File: src/rtl/vid_halfrate_aligner.sv
module vid_halfrate_aligner #(
  parameter int DW       = 8,
  parameter int SYNC_DLY = 2
) (
  input  logic          clk,
  input  logic          rst_n,
  input  logic [1:0]    mode,
  input  logic          hsync,
  input  logic          edge_sel,
  input  logic          pol_neg,
  input  logic          chroma_inv,
  input  logic [DW-1:0] vdata,
  output logic          pix_en,
  output logic          chroma_phase
);
  localparam int DLY_W = $clog2(SYNC_DLY + 1);
  localparam logic [1:0] M_WIDE = 2'd0;
  localparam logic [1:0] M_BYTE = 2'd1;
  localparam logic [DLY_W-1:0] DLY_LOAD = DLY_W'(SYNC_DLY);
  localparam logic [DLY_W-1:0] DLY_LAST = DLY_W'(1);

  logic          hs_q, hs_p;
  logic [DLY_W-1:0] dly;
  logic [DW-1:0] b1, b2, b3;
  logic          ph, armed;

  wire wide_mode = (mode == M_WIDE);
  wire byte_mode = (mode == M_BYTE);
  wire emb_mode  = mode[1];

  wire hs_rise   = hs_q & ~hs_p;
  wire hs_fall   = ~hs_q & hs_p;
  wire want_rise = ~(edge_sel ^ pol_neg);
  wire sync_edge = want_rise ? hs_rise : hs_fall;

  wire sync_fire = byte_mode && (dly == DLY_LAST);
  wire sav_hit   = emb_mode && (b3 == {DW{1'b1}}) && (b2 == '0) && (b1 == '0) && !vdata[4];
  wire align     = sync_fire | sav_hit;

  always_ff @(posedge clk) begin
    if (!rst_n) begin
      hs_q  <= 1'b0;
      hs_p  <= 1'b0;
      dly   <= '0;
      b1    <= '0;
      b2    <= '0;
      b3    <= '0;
      ph    <= 1'b0;
      armed <= 1'b0;
    end else begin
      hs_q <= hsync;
      hs_p <= hs_q;
      b1   <= vdata;
      b2   <= b1;
      b3   <= b2;
      if (!byte_mode)
        dly <= '0;
      else if (sync_edge)
        dly <= DLY_LOAD;
      else if (dly != '0)
        dly <= dly - DLY_LAST;
      ph    <= align ? 1'b1 : ~ph;
      armed <= armed | align;
    end
  end

  assign pix_en       = wide_mode | (armed & ph);
  assign chroma_phase = ~wide_mode & armed & (ph ^ chroma_inv);
endmodule

File: config.mk
export PLATFORM = sky130hd
export DESIGN_NAME = vid_halfrate_aligner
export DESIGN_NICKNAME = d
export VERILOG_FILES = /design/src/rtl/vid_halfrate_aligner.sv
export SDC_FILE = /design/constraint.sdc
export NUM_CORES = 1
export LEC_CHECK = 0
export ABC_AREA = 0
export BUFFER_PORTS_ARGS = -buffer_cell sky130_fd_sc_hd__buf_2
export CAP_MARGIN = 30
export CORE_UTILIZATION = 45
export CTS_BUF_LIST = sky130_fd_sc_hd__clkbuf_2 sky130_fd_sc_hd__clkbuf_4 sky130_fd_sc_hd__clkbuf_8
export CTS_CLUSTER_SIZE = 28
export DETAILED_ROUTE_END_ITERATION = 10
export PLACE_DENSITY = 0.68
export SLEW_MARGIN = 20
export SYNTH_ARGS = -nofsm -noshare
export SYNTH_HDL_FRONTEND = slang
export SYNTH_SLANG_ARGS = --single-unit
File: constraint.sdc
create_clock -name clk -period 1.2 [get_ports clk]
set_clock_uncertainty 0.15 [all_clocks]
set_input_delay 0.12 -clock clk [delete_from_list [all_inputs] [get_ports clk]]
set_output_delay 0.12 -clock clk [all_outputs]
set_load 0.01 [all_outputs]
==> reports/qor.txt, run 1 <==
Synth unique cells = 26
Pre-Repair DR Iteration Count = 4
Crit. End Element = primary output
Clock Latency Late Sink = 0.32 ns
Dpl ws = -0.0401 ns
Antenna violations before repair = 0
Hold Crit Class = input port to register
Peak supply drop = 0.791 mV
Most common cell after layout, fill and taps aside = and2_1
Slowest stage delay, CP = 0.35 ns
CP arrival = 0.98 ns
WP data required = 0.93 ns
Storage cell area = 606 um^2
Vias = 671
Critical path class = register to primary output
DRC viols = 0
Antenna-violating nets left = 0
Rows = 16
Worst setup margin = -0.0548 ns
I/O pins = 18
Layout Utilization = 0.651
GR Overflow Total = 0
GP Congestion = 0.745
Area of the multi-input gates = 409 um^2
Detailed placement HPWL = 989 um
Gr busiest metal = met2
Die X-Extent = 49.2 um
Synthesis-stage register bit count = 30
Die Height = 49.2 um
Initial Utilization = 0.496
Fillers = 163
Setup violators final = 2
Biggest area consumer among synthesized cells = dfxtp_1
First-pass GRT wire length = 2.71 mm
Core area = 2020 um^2
Share of cells above drive strength 1 = 0.333
Met3 usage = 0.0935
DIE AREA = 2420 um^2
Syn Inst Count = 86
Crit path launch type = register
Number of vias per cell = 4.56
Area growth syn-to-layout = 31.3%
Measured slew at the worst slew-check pin = 0.235 ns
Hold WS = 0.0259 ns
Number of global-route vias before repair = 659
Root buffer cell = clkbuf_4
Worst Path Max Fanout = 3
Fin crit period = 1.25 ns
Port bufs = 17
Critical Path, Cell by Cell = xnor2_2, nor2_1, buf_2
Met1 Use GR = 0.169
Post-synthesis sequential area ratio = 0.599
Leak = 0.000582 uW
Clock transition at the registers of the reported paths = 0.08 ns
Largest net degree at the start of global routing = 29
GRT Overall Usage = 0.162
Rel. slew slack = 0.839
Number of max-cap violations = 0
Syn Nets = 102
Tcrit/Tclk final = 1.05
Maximum clock frequency = 0.797 GHz
Synth top area cells = dfxtp_1 60%, and2_1 17%, nand3b_4 2.0%, nor4b_2 1.5%, o221ai_2 1.5%
Final hold vios = 0
CTS max path bufs = 2
Net count, final = 135
WL/cell = 10.6 um
Yosys warns = 0
Failing checks = setup timing
Cell Pwr Density = 1370 nW/um^2
H-tree Lvls = 2
Met2 usage = 0.256
Pwr Total = 1800 uW
Iter 0 DRT Violations = 6
Most frequent cells in the layout = 27 x and2_1, 26 x dfxtp_1, 17 x buf_2
Post-synth top area share = 0.599
Slowest cell on the critical path = dfxtp_2
Mapped Area = 1000 um^2
# diodes = 0
Clock sinks = 30
Final wirelength = 1.56 mm
CTS tree = done
Syn_area_per_cell = 11.7 um^2
Status = finished, violations left
Final Max Slew Viols = 0
CTS buffer count = 5
RSZ-0062 raised after global routing = true
[flip-flops by register name (all words and copies together), names as in the netlist]
register	flops
dly	2
b1	8
hs_q	1
armed	1
hs_p	1
b2	8
b3	8
ph	1
[path summary, 6_finish.rpt]
check / endpoint / start / slack [ns] / depth (start not counted)
setup reg to reg: ph / b1[3] / 0.03 / 3
setup / recovery: chroma_phase / ph / -0.05 / 3
hold reg to reg: b3[7] / b2[7] / 0.31 / 1
hold / removal: dly[1] / mode[0] / 0.03 / 3
[layout make-up]
class | instances | area share
inverter | 1 | 0.00285
multi-input combinational | 52 | 0.311
clock inverter | 1 | 0.00380
clock buffer | 7 | 0.0447
tap | 27 | 0.0257
timing repair buffer | 29 | 0.152
sequential | 30 | 0.460
[worst max-delay path: cells and delay by family, from the launching register on]
kind | cells | cell delay, ns
AND/OR/NAND/NOR | 1 | 0.07
XOR/XNOR | 1 | 0.12
buffers and inverters | 1 | 0.13
flip-flops | 1 | 0.35
[per-stage QoR]
stage / cells / TNS (ns) / instance area (um^2)
finish: 147 / -0.0573 / 1320
global route: 147 / -0.375 / 1320
CTS: 147 / -0.0721 / 1290
detailed placement: 128 / -0.0783 / 1110
global placement: 128 / 0 / 1110
floorplan: 86 / 0 / 1000
[logic make-up after synthesis]
group | share of synthesized area
muxes | 0.00999
and+or+nand+nor | 0.307
xor gates and xnor gates | 0.0175
DFF | 0.599
AOI/OAI and AO/OA | 0.0474
buffers and inverters | 0.0187
[cell usage after synthesis]
master     n
dfxtp_1   30
and2_1    27
buf_2      2
nand2_1    2
nand2b_1   2
nor4_1     2
o21ai_0    2
and4_1     1
and4b_1    1
and4bb_1   1
clkbuf_2   1
inv_1      1
mux2i_1    1
nand3_1    1
nand3b_4   1
nand4_1    1
nor2_1     1
nor3_1     1
nor4b_1    1
nor4b_2    1
o211ai_2   1
o21ba_1    1
o221ai_2   1
or3b_4     1
xnor2_1    1
xor2_1     1
[routing by layer]
layer  share of wire  vias up
li1                -      354
met3           0.059        5
met2            0.49       17
met4           0.019        0
met1            0.43      295
met5               0        -
[power breakdown]
part | total (uW) | switching (uW) | internal, uW | leakage, uW
combinational | 133 | 47.3 | 85.3 | 0.000296
clock | 616 | 310 | 306 | 0.0000387
sequential | 1050 | 19.9 | 1030 | 0.000248
total | 1800 | 377 | 1430 | 0.000582
[repair_timing]
action | in CTS | in global routing
cloned | 0 | 0
setup endpoints to repair | 4 | 4
pin swaps | 3 | 6
endpoints found under the hold margin | 10 | 0
buffers inserted | 1 | 0
gates resized for setup | 3 | 6
hold buffers | 10 | 0
No activity file was read; power rests on OpenSTA's default activity.
==> run 2: changes to the inputs <==
Settings changed: BUFFER_PORTS_ARGS -buffer_cell sky130_fd_sc_hd__buf_2 to default, DONT_BUFFER_PORTS from default to 1, PLACE_DENSITY 0.68 to 0.61.
==> run 2 against run 1 <==
Against the previous run: the flow finishes with violations (hold timing, setup timing); setup slack better by 0.032 ns; sequential share of layout area up 2.1 points; design area fell by 4.4%; first-iteration DRC count fell by 50%; maximum frequency rose by 2.6%; critical path depth is 1 lower; combinational power decreased by 27%; global-route usage down 1.5 points; hold slack worse by 0.25 ns; flip-flop and latch count unchanged; final cell count is 12% lower; via count down 6.7%; critical path type unchanged; critical endpoint unchanged; largest power group unchanged.
==> reports/qor.txt, run 2 (synthesized netlist as in run 1, its figures left out) <==
Status = finished, violations left
Failing checks = hold timing, setup timing
Antenna violations before repair = 0 (unchanged)
Setup crit end = chroma_phase
H-tree Lvls = 2 (unchanged)
Pwr Total = 1870 uW (+3.5%)
CTS buffer count = 5 (unchanged)
Fillers = 170 (+4.3%)
Worst Path Max Fanout = 3 (unchanged)
Hold buffer count at CTS = 11 (+1)
Pre-Repair DR Iteration Count = 2 (-2)
Fin cells = 130 (-12%)
Root buffer cell = clkbuf_4
Tcrit/Tclk final = 1.02 (-0.0266)
Number of vias per cell = 4.82 (+5.5%)
# diodes = 0 (unchanged)
Crit. End Element = primary output
Post-route cell area = 1260 um^2 (-4.4%)
Largest registers = b1 x8, b2 x8, b3 x8
Rows = 16 (unchanged)
Setup violators final = 1 (-1)
Initial Utilization = 0.496 (unchanged)
Die X-Extent = 49.2 um (unchanged)
Worst setup margin = -0.0229 ns (+0.0319 ns)
DP Cell Count = 110 (-14%)
Area of the multi-input gates = 419 um^2 (+2.4%)
Setup_tns = -0.0229 ns (+0.0344 ns)
Detailed placement HPWL = 916 um (-7.4%)
CP arrival = 0.95 ns (-0.03 ns)
CP startpoint = ph
RSZ-0062 raised after global routing = true
Maximum clock frequency = 0.818 GHz (+2.6%)
Fin crit period = 1.22 ns (-0.0319 ns)
Net count, final = 118 (-13%)
Share of cells above drive strength 1 = 0.223 (-0.110)
CTS max path bufs = 2 (unchanged)
Clock transition at the registers of the reported paths = 0.09 ns (about the same)
Worst r2r dst = armed
Core area = 2020 um^2 (unchanged)
Reg2Reg Setup Slack = 0.03 ns (about the same)
Port bufs = 0 (-17)
Leak = 0.000531 uW (-8.8%)
Final hold vios = 22 (+22)
Number of global-route vias before repair = 586 (-11%)
Number of max-cap violations = 0 (unchanged)
Area growth syn-to-layout = 25.6%
Largest net degree at the start of global routing = 31 (+6.9%)
Clock Latency Late Sink = 0.32 ns (about the same)
DIE AREA = 2420 um^2 (unchanged)
WL/cell = 11.0 um (+3.4%)
GRT Overall Usage = 0.148 (-0.0148)
Rel. slew slack = 0.821 (-0.0177)
Vias = 626 (-6.7%)
WP data required = 0.93 ns (about the same)
Most frequent cells in the layout = 27 x and2_1, 26 x dfxtp_1, 11 x dlygate4sd3_1
R2r startpoint = b2[5]
Antenna-violating nets left = 0 (unchanged)
Die Height = 49.2 um (unchanged)
CTS tree = done
Crit path launch type = register
Clock sinks = 30 (unchanged)
I/O pins = 18 (unchanged)
Critical path class = register to primary output
Hold Crit Class = input port to register
Cell Pwr Density = 1480 nW/um^2 (+8.2%)
GR Overflow Total = 0 (unchanged)
Storage cell area = 606 um^2 (unchanged)
First-pass GRT wire length = 2.44 mm (-10%)
R2r worst-path depth = 3 (unchanged)
Peak supply drop = 1.08 mV (+37%)
GP Congestion = 0.683 (-8.3%)
Placed cell areas = 1020 um^2 (-8.3%)
Final wirelength = 1.43 mm (-8.6%)
DRC viols = 0 (unchanged)
Hold WS = -0.228 ns (-0.254 ns)
Final Max Slew Viols = 0 (unchanged)
Measured slew at the worst slew-check pin = 0.260 ns (+0.0258 ns)
Iter 0 DRT Violations = 3 (-3)
Most common cell after layout, fill and taps aside = and2_1
run 2: cell types whose count changed in the layout (fill, tap and decap cells not counted), sizes merged:
| cell | delta |
|---|---|
| dlygate4sd3 | +1 |
| clkinv | -1 |
| clkbuf | +1 |
| buf | -18 |
run 2: per-stage QoR:
step,util,worst slack (ns),hold WS [ns]
2_1_floorplan,-,0.0760,0.0917
3_3_place_gp,0.505,0.0109,0.0958
3_5_place_dp,0.505,0.0000681,0.0971
4_1_cts,0.610,-0.0370,-0.235
5_1_grt,0.623,-0.0800,-0.252
6_report,0.623,-0.0229,-0.228
run 2: worst min path at each step:
stage          startpoint    end  slack (ns)  cells past startpoint
2_1_floorplan    vdata[4]  b1[4]        0.09                      1
6_report            rst_n  b3[1]       -0.23                      1
4_1_cts             rst_n  b3[6]       -0.23                      1
3_5_place_dp     vdata[4]  b1[4]         0.1                      1
3_3_place_gp     vdata[4]  b1[4]         0.1                      1
5_1_grt             rst_n  b2[0]       -0.25                      1
run 2: layer usage:
layer	GRT usage	wire length, um
met1	0.162	581
met2	0.210	686
met3	0.0872	109
met4	0.103	50
met5	0	0
run 2: layout make-up:
cell class	instances	area share
clock buffer	8	0.0626
inverter	1	0.00298
multi-input combinational	52	0.333
sequential	30	0.481
tap	27	0.0268
timing repair buffer	12	0.0934
run 2: where the power goes:
group          leakage, uW  total (uW)  internal [uW]  switching (uW)
combinational     0.000238        97.7           69.0            28.7
sequential        0.000248        1060           1030            20.7
clock            0.0000446         713            400             313
total             0.000531        1870           1500             363
run 2: worst max-delay path, stage by stage (launching register included):
cell     delay [ns]
dfxtp_2        0.34
xnor2_1        0.12
nor2_1         0.18
run 2: repair_timing:
item | CTS | global route
cloned | 0 | 0
hold endpoints to repair | 30 | 22
setup buffers | 1 | 0
pin swaps | 4 | 6
gates resized for setup | 4 | 8
endpoints found under the setup margin | 3 | 4
